File: config.mk
export PLATFORM = sky130hd
export DESIGN_NAME = clk_root_slice
export DESIGN_NICKNAME = d
export VERILOG_FILES = /design/src/rtl/clk_root_pkg.sv /design/src/rtl/clk_tick_div.sv /design/src/rtl/clk_root_path.sv /design/src/rtl/clk_path_switch_ctrl.sv /design/src/rtl/clk_root_slice.sv
export SDC_FILE = /design/constraint.sdc
export NUM_CORES = 1
export LEC_CHECK = 0
export BUFFER_PORTS_ARGS = -buffer_cell sky130_fd_sc_hd__buf_2
export CAP_MARGIN = 20
export CELL_PAD_IN_SITES_DETAIL_PLACEMENT = 1
export CELL_PAD_IN_SITES_GLOBAL_PLACEMENT = 2
export CORE_MARGIN = 1.5
export CORE_UTILIZATION = 25
export DETAILED_ROUTE_END_ITERATION = 10
export PLACE_DENSITY = 0.76
export SLEW_MARGIN = 20
export SYNTH_ARGS = -nofsm -noshare
export SYNTH_HDL_FRONTEND = slang
export SYNTH_HIERARCHICAL = 1
export SYNTH_SLANG_ARGS = --single-unit
File: constraint.sdc
create_clock -name clk -period 3.2 [get_ports clk]
set_clock_uncertainty 0.05 [all_clocks]
set_input_delay 0.16 -clock clk [delete_from_list [all_inputs] [get_ports clk]]
set_output_delay 0.16 -clock clk [all_outputs]
set_load 0.05 [all_outputs]
File: src/rtl/clk_root_pkg.sv
`timescale 1ns/1ps
package clk_root_pkg;

   typedef enum logic [1:0] {
      PH_IDLE = 2'd0,
      PH_NEW  = 2'd1,
      PH_OLD  = 2'd2
   } sw_phase_e;

   localparam int PATH_A = 0;
   localparam int PATH_B = 1;

   localparam int ST_W         = 32;
   localparam int ST_ACT_BIT   = 0;
   localparam int ST_BUSY_BIT  = 1;
   localparam int ST_ERR_BIT   = 2;
   localparam int ST_GATE_LSB  = 4;
   localparam int ST_SEL_B_LSB = 8;
   localparam int ST_SEL_A_LSB = 24;
   localparam int ST_EN_BIT    = 28;
   localparam int ST_SEL_FLD   = 3;

endpackage

File: src/rtl/clk_tick_div.sv
`timescale 1ns/1ps
module clk_tick_div #(
   parameter int DIV_W = 3
) (
   input  logic             clk,
   input  logic             rst_n,
   input  logic             tick_in,
   input  logic [DIV_W-1:0] ratio,
   output logic             tick_out
);

   logic [DIV_W-1:0] cnt_q;
   logic             wrap;

   assign wrap     = (cnt_q >= ratio);
   assign tick_out = tick_in && wrap;

   always_ff @(posedge clk or negedge rst_n) begin
      if (!rst_n) begin
         cnt_q <= '0;
      end else if (tick_in) begin
         cnt_q <= wrap ? '0 : cnt_q + 1'b1;
      end
   end

   if (DIV_W < 1) begin : g_bad_div_w
      $error("clk_tick_div: DIV_W must be at least 1");
   end

endmodule

File: src/rtl/clk_root_path.sv
`timescale 1ns/1ps
module clk_root_path #(
   parameter int SEL_W      = 3,
   parameter int DIV_W      = 3,
   parameter bit HAS_PREDIV = 1'b1
) (
   input  logic                    clk,
   input  logic                    rst_n,
   input  logic [(1<<SEL_W)-1:0]   src_tick,
   input  logic [SEL_W-1:0]        sel,
   input  logic                    gate_en,
   input  logic [DIV_W-1:0]        pre_ratio,
   output logic                    tick_gated,
   output logic                    tick_out
);

   assign tick_gated = src_tick[sel] && gate_en;

   if (HAS_PREDIV) begin : g_prediv
      clk_tick_div #(.DIV_W(DIV_W)) u_pre (
         .clk      (clk),
         .rst_n    (rst_n),
         .tick_in  (tick_gated),
         .ratio    (pre_ratio),
         .tick_out (tick_out)
      );
   end else begin : g_bypass
      assign tick_out = tick_gated;
   end

endmodule

File: src/rtl/clk_path_switch_ctrl.sv
`timescale 1ns/1ps
module clk_path_switch_ctrl
   import clk_root_pkg::*;
#(
   parameter int SEL_W      = 3,
   parameter bit TMO_EN     = 1'b1,
   parameter int TMO_CYCLES = 128
) (
   input  logic                  clk,
   input  logic                  rst_n,
   input  logic                  wr_en,
   input  logic [SEL_W-1:0]      wr_sel,
   input  logic [1:0]            tick_path,
   output logic [1:0][SEL_W-1:0] sel_q,
   output logic [1:0]            gate_q,
   output logic                  act_q,
   output logic                  busy,
   output logic                  err
);

   localparam int TMO_W   = (TMO_CYCLES > 2) ? $clog2(TMO_CYCLES) : 1;
   localparam int TMO_LIM = TMO_CYCLES - 1;

   sw_phase_e ph_q;
   logic      tgl_q;
   logic      tgt_q;
   logic      cnt_q;
   logic      busy_q;
   logic      wr_ok;

   assign wr_ok = wr_en && (ph_q == PH_IDLE);
   assign busy  = busy_q;

   always_ff @(posedge clk or negedge rst_n) begin
      if (!rst_n) begin
         sel_q  <= '0;
         gate_q <= 2'b01;
         act_q  <= 1'b0;
         tgl_q  <= 1'b1;
         tgt_q  <= 1'b1;
         cnt_q  <= 1'b0;
         busy_q <= 1'b0;
         ph_q   <= PH_IDLE;
      end else begin
         unique case (ph_q)
            PH_IDLE: begin
               if (wr_ok) begin
                  sel_q[tgl_q]  <= wr_sel;
                  gate_q[tgl_q] <= 1'b1;
                  tgt_q         <= tgl_q;
                  tgl_q         <= ~tgl_q;
                  cnt_q         <= 1'b0;
                  busy_q        <= 1'b1;
                  ph_q          <= PH_NEW;
               end
            end
            PH_NEW: begin
               if (tick_path[tgt_q]) begin
                  if (cnt_q) begin
                     cnt_q <= 1'b0;
                     ph_q  <= PH_OLD;
                  end else begin
                     cnt_q <= 1'b1;
                  end
               end
            end
            PH_OLD: begin
               if (tick_path[act_q]) begin
                  if (cnt_q) begin
                     cnt_q         <= 1'b0;
                     gate_q[act_q] <= 1'b0;
                     act_q         <= tgt_q;
                     busy_q        <= 1'b0;
                     ph_q          <= PH_IDLE;
                  end else begin
                     cnt_q <= 1'b1;
                  end
               end
            end
            default: begin
               ph_q   <= PH_IDLE;
               busy_q <= 1'b0;
            end
         endcase
      end
   end

   if (TMO_EN) begin : g_tmo
      logic [TMO_W-1:0] tmo_q;
      logic             err_q;

      always_ff @(posedge clk or negedge rst_n) begin
         if (!rst_n) begin
            tmo_q <= '0;
            err_q <= 1'b0;
         end else if (wr_ok) begin
            tmo_q <= '0;
         end else if (busy_q && !err_q) begin
            if (tmo_q == TMO_W'(TMO_LIM)) begin
               err_q <= 1'b1;
            end else begin
               tmo_q <= tmo_q + 1'b1;
            end
         end
      end

      assign err = err_q;

      AST_ERR_STICKY: assert property (@(posedge clk) disable iff (!rst_n)
         err_q |=> err_q);
   end else begin : g_no_tmo
      assign err = 1'b0;
   end

   if (TMO_CYCLES < 2) begin : g_bad_tmo
      $error("clk_path_switch_ctrl: TMO_CYCLES must be at least 2");
   end

   AST_WR_SETS_BUSY: assert property (@(posedge clk) disable iff (!rst_n)
      (wr_en && !busy_q) |=> busy_q);

   AST_NO_TICK_NO_DONE: assert property (@(posedge clk) disable iff (!rst_n)
      (busy_q && (tick_path == 2'b00)) |=> busy_q);

   AST_HELD_OFF: assert property (@(posedge clk) disable iff (!rst_n)
      busy_q |=> $stable(sel_q));

   AST_IDLE_ONE_GATE: assert property (@(posedge clk) disable iff (!rst_n)
      !busy_q |-> (($countones(gate_q) == 1) && gate_q[act_q]));

   AST_BUSY_BOTH_GATES: assert property (@(posedge clk) disable iff (!rst_n)
      busy_q |-> (gate_q == 2'b11));

   AST_TARGET_OPPOSITE: assert property (@(posedge clk) disable iff (!rst_n)
      !busy_q |-> (tgl_q != act_q));

endmodule

File: src/rtl/clk_root_slice.sv
`timescale 1ns/1ps
module clk_root_slice
   import clk_root_pkg::*;
#(
   parameter int SEL_W      = 3,
   parameter int DIV_W      = 3,
   parameter bit HAS_PREDIV = 1'b1,
   parameter bit TMO_EN     = 1'b1,
   parameter int TMO_CYCLES = 128
) (
   input  logic                    clk,
   input  logic                    rst_n,
   input  logic [(1<<SEL_W)-1:0]   src_tick,
   input  logic                    slice_en,
   input  logic [DIV_W-1:0]        cfg_pre_div,
   input  logic [DIV_W-1:0]        cfg_post_div,
   input  logic                    wr_en,
   input  logic [SEL_W-1:0]        wr_sel,
   output logic                    clk_out_tick,
   output logic                    busy,
   output logic                    err_timeout,
   output logic [ST_W-1:0]         status
);

   localparam int NUM_SRC = 1 << SEL_W;

   logic [1:0][SEL_W-1:0] sel_q;
   logic [1:0]            gate_q;
   logic                  act_q;
   logic [1:0]            tick_gated;
   logic [1:0]            tick_pre;
   logic                  mux_tick;
   logic                  post_tick;
   logic                  out_q;

   clk_path_switch_ctrl #(
      .SEL_W      (SEL_W),
      .TMO_EN     (TMO_EN),
      .TMO_CYCLES (TMO_CYCLES)
   ) u_ctrl (
      .clk       (clk),
      .rst_n     (rst_n),
      .wr_en     (wr_en),
      .wr_sel    (wr_sel),
      .tick_path (tick_gated),
      .sel_q     (sel_q),
      .gate_q    (gate_q),
      .act_q     (act_q),
      .busy      (busy),
      .err       (err_timeout)
   );

   for (genvar p = 0; p < 2; p++) begin : g_path
      clk_root_path #(
         .SEL_W      (SEL_W),
         .DIV_W      (DIV_W),
         .HAS_PREDIV (HAS_PREDIV)
      ) u_path (
         .clk        (clk),
         .rst_n      (rst_n),
         .src_tick   (src_tick),
         .sel        (sel_q[p]),
         .gate_en    (gate_q[p]),
         .pre_ratio  (cfg_pre_div),
         .tick_gated (tick_gated[p]),
         .tick_out   (tick_pre[p])
      );
   end

   assign mux_tick = act_q ? tick_pre[PATH_B] : tick_pre[PATH_A];

   clk_tick_div #(.DIV_W(DIV_W)) u_post (
      .clk      (clk),
      .rst_n    (rst_n),
      .tick_in  (mux_tick),
      .ratio    (cfg_post_div),
      .tick_out (post_tick)
   );

   always_ff @(posedge clk or negedge rst_n) begin
      if (!rst_n) begin
         out_q <= 1'b0;
      end else begin
         out_q <= slice_en && post_tick;
      end
   end

   assign clk_out_tick = out_q;

   always_comb begin
      status                                     = '0;
      status[ST_ACT_BIT]                         = act_q;
      status[ST_BUSY_BIT]                        = busy;
      status[ST_ERR_BIT]                         = err_timeout;
      status[ST_GATE_LSB +: 2]                   = gate_q;
      status[ST_SEL_A_LSB +: ST_SEL_FLD]         = ST_SEL_FLD'(sel_q[PATH_A]);
      status[ST_SEL_B_LSB +: ST_SEL_FLD]         = ST_SEL_FLD'(sel_q[PATH_B]);
      status[ST_EN_BIT]                          = slice_en;
   end

   if ((SEL_W < 1) || (SEL_W > ST_SEL_FLD)) begin : g_bad_sel_w
      $error("clk_root_slice: SEL_W must be 1..3 to fit the status fields");
   end
   if (NUM_SRC < 2) begin : g_bad_src
      $error("clk_root_slice: at least two sources are required");
   end

   AST_OUT_QUIET_DISABLED: assert property (@(posedge clk) disable iff (!rst_n)
      !slice_en |=> !clk_out_tick);

   AST_STATUS_ENABLE: assert property (@(posedge clk) disable iff (!rst_n)
      status[ST_EN_BIT] == slice_en);

endmodule

* Yosys cells after proc, flatten, opt, wreduce, memory -nomap -nowiden
Index checks and enable logic that the tools add are counted.
** Cells by class
- Reduce and logical (&&, ||, !) cells :: 23
- Add/subtract/negate cells :: 4
- Eq/ne operators :: 9
- Bitwise logic cells :: 6
- Muxes and demuxes :: 41
- Order comparisons :: 10
** Operators with widths (count)
- $mux W7 :: 3
- $mux W1 :: 16
- $mux W2 :: 8
- $mux W3 :: 4
- $ne A2 B1 Y1 const B :: 6
- $reduce_and A4 Y1 :: 3
- $logic_and A1 B1 Y1 :: 10
- $add A3 B1 Y3 const B :: 3
- $ge A3 B3 Y1 :: 3
- $lt A3 B4 Y1 const B :: 2
- $add A7 B1 Y7 const B :: 1
- $eq A7 B7 Y1 const B :: 1
- $bmux W1 S3 :: 2
- $bwmux W6 :: 1
- $lt A1 B2 Y1 const B :: 3
- $pmux W1 S3 :: 2
- $pmux W2 S3 :: 1
- $reduce_and A3 Y1 :: 2
- $reduce_and A5 Y1 :: 1
- $pmux W2 S2 :: 1
- $reduce_and A2 Y1 :: 2
- $reduce_bool A2 Y1 :: 2
- $demux W3 S1 :: 1
- $not A1 Y1 :: 3
- 10 further kinds :: 12
** Storage, ports and cells
- Input bits :: 21
- Word-level logic and storage cells :: 108
- Register bits after elaboration :: 33

* Depth between registers and ports, before layout
Gate-level depths: netlist of the first run.
- Word-level depth :: 9
- Mapped depth :: 9
- Mapped depth without buffers :: 9

* Cells and area by module
Netlist of the first run, hierarchy kept.
** Modules (own cells, without submodules)
- clk_path_switch_ctrl :: sequential area each 579.3 µm², cells an instance 103, times used 1, area each 1154.9 µm²
- clk_tick_div :: sequential area each 75.1 µm², cells an instance 24, times used 3, area each 216.5 µm²
- clk_root_slice :: sequential area each 25.0 µm², cells an instance 28, times used 1, area each 230.2 µm²
- clk_root_path :: sequential area each 0.0 µm², cells an instance 7, times used 2, area each 71.3 µm²

* Worst setup path before layout of the first run
No wires, ideal clock.
- Kind :: register -> register
- From :: register u_ctrl/sel_q[5] (netlist name)
- To :: register u_ctrl.ph_q[0]
- Data arrival time :: 2.470 ns
- Cell stages (with the launch flop) :: 8
- Library setup time :: 0.128 ns
- Buffers on the path :: 0
- Setup slack :: 0.552 ns
- Cells stage by stage :: dfrtp_1 > mux4_1 > nor2_1 > a311oi_1 > mux2i_1 > a2bb2oi_1 > o211ai_2 > mux2_1
** On the way
- Word-level cells in the longest chain between the ends :: 7
** Ends and longest elaborated chain
- start, declared :: line clk_path_switch_ctrl.sv:14 : output logic [1:0][SEL_W-1:0] sel_q,
- start signal, assigned by index :: line clk_path_switch_ctrl.sv:48 : sel_q[tgl_q] <= wr_sel;
- $bmux W1 S3 (*) :: line clk_root_path.sv:17 : assign tick_gated = src_tick[sel] && gate_en;
- $mux W1 (implied by the code) (*) :: line clk_root_path.sv:17
- $logic_and A1 B1 Y1 (*) :: line clk_root_path.sv:17
- named net tick_gated[1] :: line clk_root_slice.sv:30 : logic [1:0] tick_gated;
- $mux W1 (on tied branches) (2 in a row) :: line clk_path_switch_ctrl.sv:58, clk_path_switch_ctrl.sv:68
- $ne A2 B1 Y1 (no source line)
- $reduce_and A5 Y1 (no source line) (*)
- end signal, assigned :: line clk_path_switch_ctrl.sv:54 : ph_q <= PH_NEW;
- end signal, assigned :: line clk_path_switch_ctrl.sv:61 : ph_q <= PH_OLD;
- end signal, assigned :: line clk_path_switch_ctrl.sv:74 : ph_q <= PH_IDLE;
- end, declared :: line clk_path_switch_ctrl.sv:24 : sw_phase_e ph_q;
Mark *: on every way through the listed nets, which the timed path passes. The rest lies on a longest branch. The select of a mux whose other input is x is not followed.
A chain may end at the register's enable or synchronous reset.

* Worst setup path after layout of the first run
- From :: register u_ctrl/sel_q[2] (netlist name)
- To :: register u_ctrl.ph_q[0]
Same word-level chain as after synthesis.

==> reports/qor.txt, run 1 <==
Final Hold Vio Count = 0
most frequent cells in the layout = buf_2 (35), dfrtp_1 (30), inv_1 (23), conb_1 (20), ha_1 (19)
Static Leak = 1.25 nW
period utilization = 77.3%
Rel. slew slack = 45.9%
CTS buffer count = 5
vias per cell = 4.47
largest net degree at the start of global routing = 34
Max FO, Critical Path = 10
min-delay src = slice_en
maxcap violations = 0
core area = 0.00834 sq mm
first-pass GRT wire length = 7.68 mm
measured slew at the worst slew-check pin = 811 ps
num rows = 33
met2 Track Usage GR = 18.8%
CP delay by family, top = compound AO/OA/AOI/OAI gates
fill cell count = 981
Initial DRT Pass Iterations = 4
initial antenna violation count = 0
Synth Register Bits = 33
port bufs = 35
worst reg2reg path depth = 7
crit end category = register
RSZ-0062 raised after global routing = false
WL final = 4.84 mm
Setup CP Type = register to register
Post-Layout Cell Count = 360
Synth cell types = 43
synth warn = 6
CTS tree = done
HP Class = input port to register
Final Max Slew Viols = 0
CP Cell Sequence = mux4_1 -> nor2_1 -> a311oi_2 -> mux2i_1 -> a2bb2oi_1 -> o211ai_2 -> mux2_1
Pwr Total = 2.42 mW
Placer Congestion = 0.721
commonest non-fill, non-tap cell in the layout = buf_2
clock root buffer = clkbuf_8
Initial Utilization = 26.1%
ys flop type = dfrtp_1
Slowest Stage Delay on Critical Path = 560 ps
sequential fraction of the synthesis area = 38.1%
critical path required time = 3330 ps
syn avg cell area = 10.0 sq um
Area Growth Syn to Fin = 13.6%
Syn Inst Count = 217
DRT iter0 DRCs = 49
met1 GRT Util = 13.5%
WHS Endpoint = clk_out_tick
Post-synth EDFFs = 0
Syn Std Cell Area = 0.00218 sq mm
CP arrival = 2600 ps
Antenna diodes = 0
gr ovfl total = 0
min cycle time layout = 2470 ps
DRC Markers = 0
via count = 1610
die width = 96.3 um
DR WL/cell = 13.4 um
Post-Layout Inst Area = 0.00247 sq mm
die height = 96.3 um
Die ar. = 0.00928 sq mm
nets@finish = 294
total I/O pin count = 56
Async S/R FF share, synth = 100%
vias in the first global route = 1603
# setup viols final = 0
hold path cells = 2
CTS clk-pin slew, worst paths = 80 ps
HPWL after DPL = 3.69 mm
max frequency = 404 MHz
busiest grt layer = met2
placed inst area = 0.00236 sq mm
Worst R2R End = u_ctrl/ph_q[0]
htree depth = 2
fraction of layout cells with a size suffix above 1 = 23.9%
clk buf depth = 2
element type at the critical path start = register
Multi-input gate area = 0.00115 sq mm
P per Cell Area = 978 mW/mm^2
Clock Latency Late Sink = 290 ps
antenna-violating nets left = 0
Buffers & Inverters on Critical Path = 0
status = finished clean
grt met3 use = 3.40%
worst reg2reg path startpoint = u_ctrl/sel_q[2]
Max stage delay cell, worst path = a311oi_2
Reg area = 830 sq um
placed cells = 351
Final Util = 29.6%
clock sinks = 33
VDD IR max = 0.244 mV
GRT Util Overall = 11.2%
reg2reg setup slack = 730 ps
Fin Setup TNS = 0 ps
## worst max path at each step
stage	endpoint	start	cells past startpoint	slack (ps)
after detailed placement	u_ctrl/ph_q[0]	u_ctrl/sel_q[2]	7	400
after floorplan	u_ctrl/ph_q[0]	u_ctrl/sel_q[5]	7	550
final	u_ctrl/ph_q[0]	u_ctrl/sel_q[2]	7	730
after CTS	u_ctrl/ph_q[0]	u_ctrl/sel_q[2]	7	370
after global placement	u_ctrl/ph_q[1]	u_ctrl/sel_q[2]	7	480
after global routing	u_ctrl/busy	u_ctrl/sel_q[5]	7	550
## what timing repair did
action,CTS,global route
buffers inserted,0,0
resized for setup,0,0
endpoints found under the hold margin,30,0
hold buffers,1,0
endpoints found under the setup margin,0,0
## cell families after synthesis
| family | synth area share (%) |
|---|---|
| AND/OR/NAND/NOR | 11.3 |
| buffers and inverters | 12.8 |
| AO/OA/AOI/OAI | 14.1 |
| flip-flops | 38.1 |
| adder cells (fa/ha/maj) | 10.9 |
| multiplexers | 11.0 |
| XOR/XNOR | 1.61 |
| other | 0.172 |
## metrics by stage
stage	setup WS (ps)	hold WS, ps
after global routing	550	31.6
after floorplan	552	-186
after CTS	372	31.9
after detailed placement	401	248
final	727	37.4
after global placement	478	240
## power breakdown
part           internal [mW]  switching, mW  total [mW]
sequential             0.595          0.171       0.766
clock                  0.150          0.175       0.326
combinational          0.483          0.843        1.33
total                   1.23           1.19        2.42
## final cells by class
type | instances | area share [%]
Multi-Input combinational cell | 155 | 46.7
Sequential cell | 33 | 33.6
Timing Repair Buffer | 36 | 7.49
Tap cell | 105 | 5.31
Inverter | 23 | 3.49
Clock buffer | 5 | 2.78
Clock inverter | 3 | 0.709
## cells in the mapped netlist (all sizes together) (5+ instances only)
| library cell | n | area share [%] |
|---|---|---|
| nand3 | 7 | 1.6 |
| mux2 | 11 | 5.9 |
| nor2 | 12 | 2.1 |
| ha | 19 | 11 |
| o21ai | 16 | 3.7 |
| buf | 25 | 8.8 |
| dfrtp | 30 | 34 |
| a21oi | 5 | 1.1 |
| inv | 23 | 4.0 |
| mux2i | 6 | 2.8 |
| nand2 | 9 | 1.6 |
| a31oi | 7 | 2.9 |
## flip-flops by register name (all words and copies together), names as in the netlist
signal and cells:
u_ctrl/err 1, u_ctrl/tgt_q 1, clk_out_tick 1, u_ctrl/tgl_q 1, u_ctrl/busy 1, u_ctrl/act_q 1, u_ctrl/ph_q 2, u_post/cnt_q 3
u_ctrl/cnt_q 1, u_ctrl/g_tmo.tmo_q 7, g_path.u_path/g_prediv.u_pre/cnt_q 6, u_ctrl/sel_q 6, u_ctrl/gate_q 2
## layer usage
metal	routed length [um]	vias to the layer above	share of wire [%]
met1	2170	780	45
met5	0	-	0
met3	309	5	6.4
met2	2300	43	47
met4	60	0	1.2
li1	-	782	-
Note: power is estimated with default switching activity, not from simulation.
==> inputs of run 2 (changes only) <==
--- a/config.mk
+++ b/config.mk
@@ -12,7 +12,7 @@
 export CORE_MARGIN = 1.5
 export CORE_UTILIZATION = 25
 export DETAILED_ROUTE_END_ITERATION = 10
-export PLACE_DENSITY = 0.76
+export PLACE_DENSITY = 0.78
 export SLEW_MARGIN = 20
 export SYNTH_ARGS = -nofsm -noshare
 export SYNTH_HDL_FRONTEND = slang
==> constraint.sdc (replaced) <==
create_clock -name clk -period 2.07 [get_ports clk]
set_clock_uncertainty 0.05 [all_clocks]
set_input_delay 0.1035 -clock clk [delete_from_list [all_inputs] [get_ports clk]]
set_output_delay 0.1035 -clock clk [all_outputs]
set_load 0.05 [all_outputs]
==> run 2 against run 1 <==
  * The flow now finishes with violations (setup timing)
  * Largest cell class unchanged
  * Critical endpoint unchanged
  * Non-clock buffer count up 12
  * Clock power up 49%
  * Flip-flop and latch count unchanged
  * Highest routed layer unchanged
==> reports/qor.txt, run 2 (same netlist as run 1, synthesis figures left out) <==
Final Hold Vio Count = 0
worst reg2reg path depth = 7
DR WL/cell = 13.5 um
htree depth = 2
worst hold margin = 12.8 ps
largest net degree at the start of global routing = 34
fill cell count = 1014
hold path cells = 2
Max stage delay cell, worst path = mux4_2
P per Cell Area = 1570 mW/mm^2
RSZ-0062 raised after global routing = true
Fin Setup TNS = -119 ps
Post-Layout Inst Area = 0.00266 sq mm
Placer Congestion = 0.795
Pwr Total = 4.18 mW
clk buf depth = 2
initial antenna violation count = 0
CP arrival = 2240 ps
reg2reg setup slack = -50 ps
maxcap violations = 0
most frequent cells in the layout = buf_2 (35), dfrtp_1 (26), inv_1 (23), conb_1 (20), ha_1 (19)
element type at the critical path start = register
Static Leak = 1.31 nW
# setup viols final = 4
vias in the first global route = 1723
die height = 96.3 um
min setup slack post-route = -54.7 ps
port bufs = 35
die width = 96.3 um
CP Cell Sequence = mux4_2 -> nor2_4 -> a311oi_4 -> mux2i_1 -> nand2_1 -> o211ai_2 -> mux2_1
period utilization = 103%
critical path required time = 2190 ps
GRT Util Overall = 11.6%
WHS Endpoint = u_ctrl/sel_q[0]
Antenna diodes = 0
Rel. slew slack = 48.4%
WL final = 5.02 mm
Biggest register = u_ctrl/g_tmo.tmo_q
worst reg2reg path startpoint = u_ctrl/sel_q[2]
min cycle time layout = 2120 ps
Setup CP Type = register to register
VDD IR max = 0.646 mV
num rows = 33
Max FO, Critical Path = 4
first-pass GRT wire length = 8.23 mm
Final Util = 31.9%
core area = 0.00834 sq mm
commonest non-fill, non-tap cell in the layout = buf_2
DRT iter0 DRCs = 27
Clock Latency Late Sink = 280 ps
CTS buffer count = 5
DRC Markers = 0
Initial DRT Pass Iterations = 4
HPWL after DPL = 3.88 mm
vias per cell = 4.44
CP delay by family, top = multiplexers
max frequency = 471 MHz
total I/O pin count = 56
antenna-violating nets left = 0
clock sinks = 33
via count = 1652
Buffers & Inverters on Critical Path = 0
placed cells = 360
largest registers = u_ctrl/g_tmo.tmo_q x7, g_path.u_path/g_prediv.u_pre/cnt_q x6, u_ctrl/sel_q x6
Worst R2R End = u_ctrl/ph_q[0]
clock root buffer = clkbuf_8
measured slew at the worst slew-check pin = 774 ps
placed inst area = 0.00249 sq mm
Initial Utilization = 26.1%
fraction of layout cells with a size suffix above 1 = 33.0%
max reg flops = 7
failing checks = setup timing
status = finished with violations
CTS clk-pin slew, worst paths = 70 ps
CTS tree = done
HP Class = input port to register
min-delay src = wr_sel[0]
crit end category = register
WP depth = 7
Post-Layout Cell Count = 372
Die ar. = 0.00928 sq mm
pre-CTS setup slack = -97.6 ps
Slowest Stage Delay on Critical Path = 530 ps
Final Max Slew Viols = 0
nets@finish = 306
gr ovfl total = 0
Area Growth Syn to Fin = 22.4%
## run 2: cell type report
| type | count | area [sq um] | share of cell area (%) |
|---|---|---|---|
| Tap cell | 105 | 131 | 4.93 |
| Inverter | 23 | 86.3 | 3.24 |
| Clock buffer | 5 | 68.8 | 2.58 |
| Multi-Input combinational cell | 155 | 1240 | 46.7 |
| Timing Repair Buffer | 48 | 282 | 10.6 |
| Sequential cell | 33 | 835 | 31.3 |
| Clock inverter | 3 | 17.5 | 0.658 |
## run 2: worst max path at each step
stage,from,end,slack (ps)
after CTS,u_ctrl/sel_q[5],u_ctrl/ph_q[0],-60
final,u_ctrl/sel_q[2],u_ctrl/ph_q[0],-50
after global placement,u_ctrl/sel_q[5],u_ctrl/ph_q[1],-30
after detailed placement,u_ctrl/sel_q[5],u_ctrl/ph_q[1],-100
after floorplan,u_ctrl/sel_q[2],u_post/cnt_q[2],-200
after global routing,u_ctrl/sel_q[5],u_ctrl/ph_q[0],-160
## run 2: routing by layer
metal	track usage, %	wire length [um]	share of wire (%)	vias to the layer above
met5	0	0	0	-
met2	20.3	2440	49	40
met1	14.2	2300	46	803
met4	2.90	31	0.62	0
li1	-	-	-	805
met3	2.92	242	4.8	4
## run 2: power by group
group	switching, mW	total (mW)	leakage, nW	internal [mW]
sequential	0.268	1.20	0.408	0.928
combinational	1.48	2.50	0.857	1.02
clock	0.253	0.485	0.0439	0.232
## run 2: repair_timing
item,4_1_cts,5_1_grt
setup buffers,1,1
hold endpoints to repair,31,0
gates resized for setup,3,7
hold buffers,2,0
endpoints found under the setup margin,6,9
pin swaps,5,1
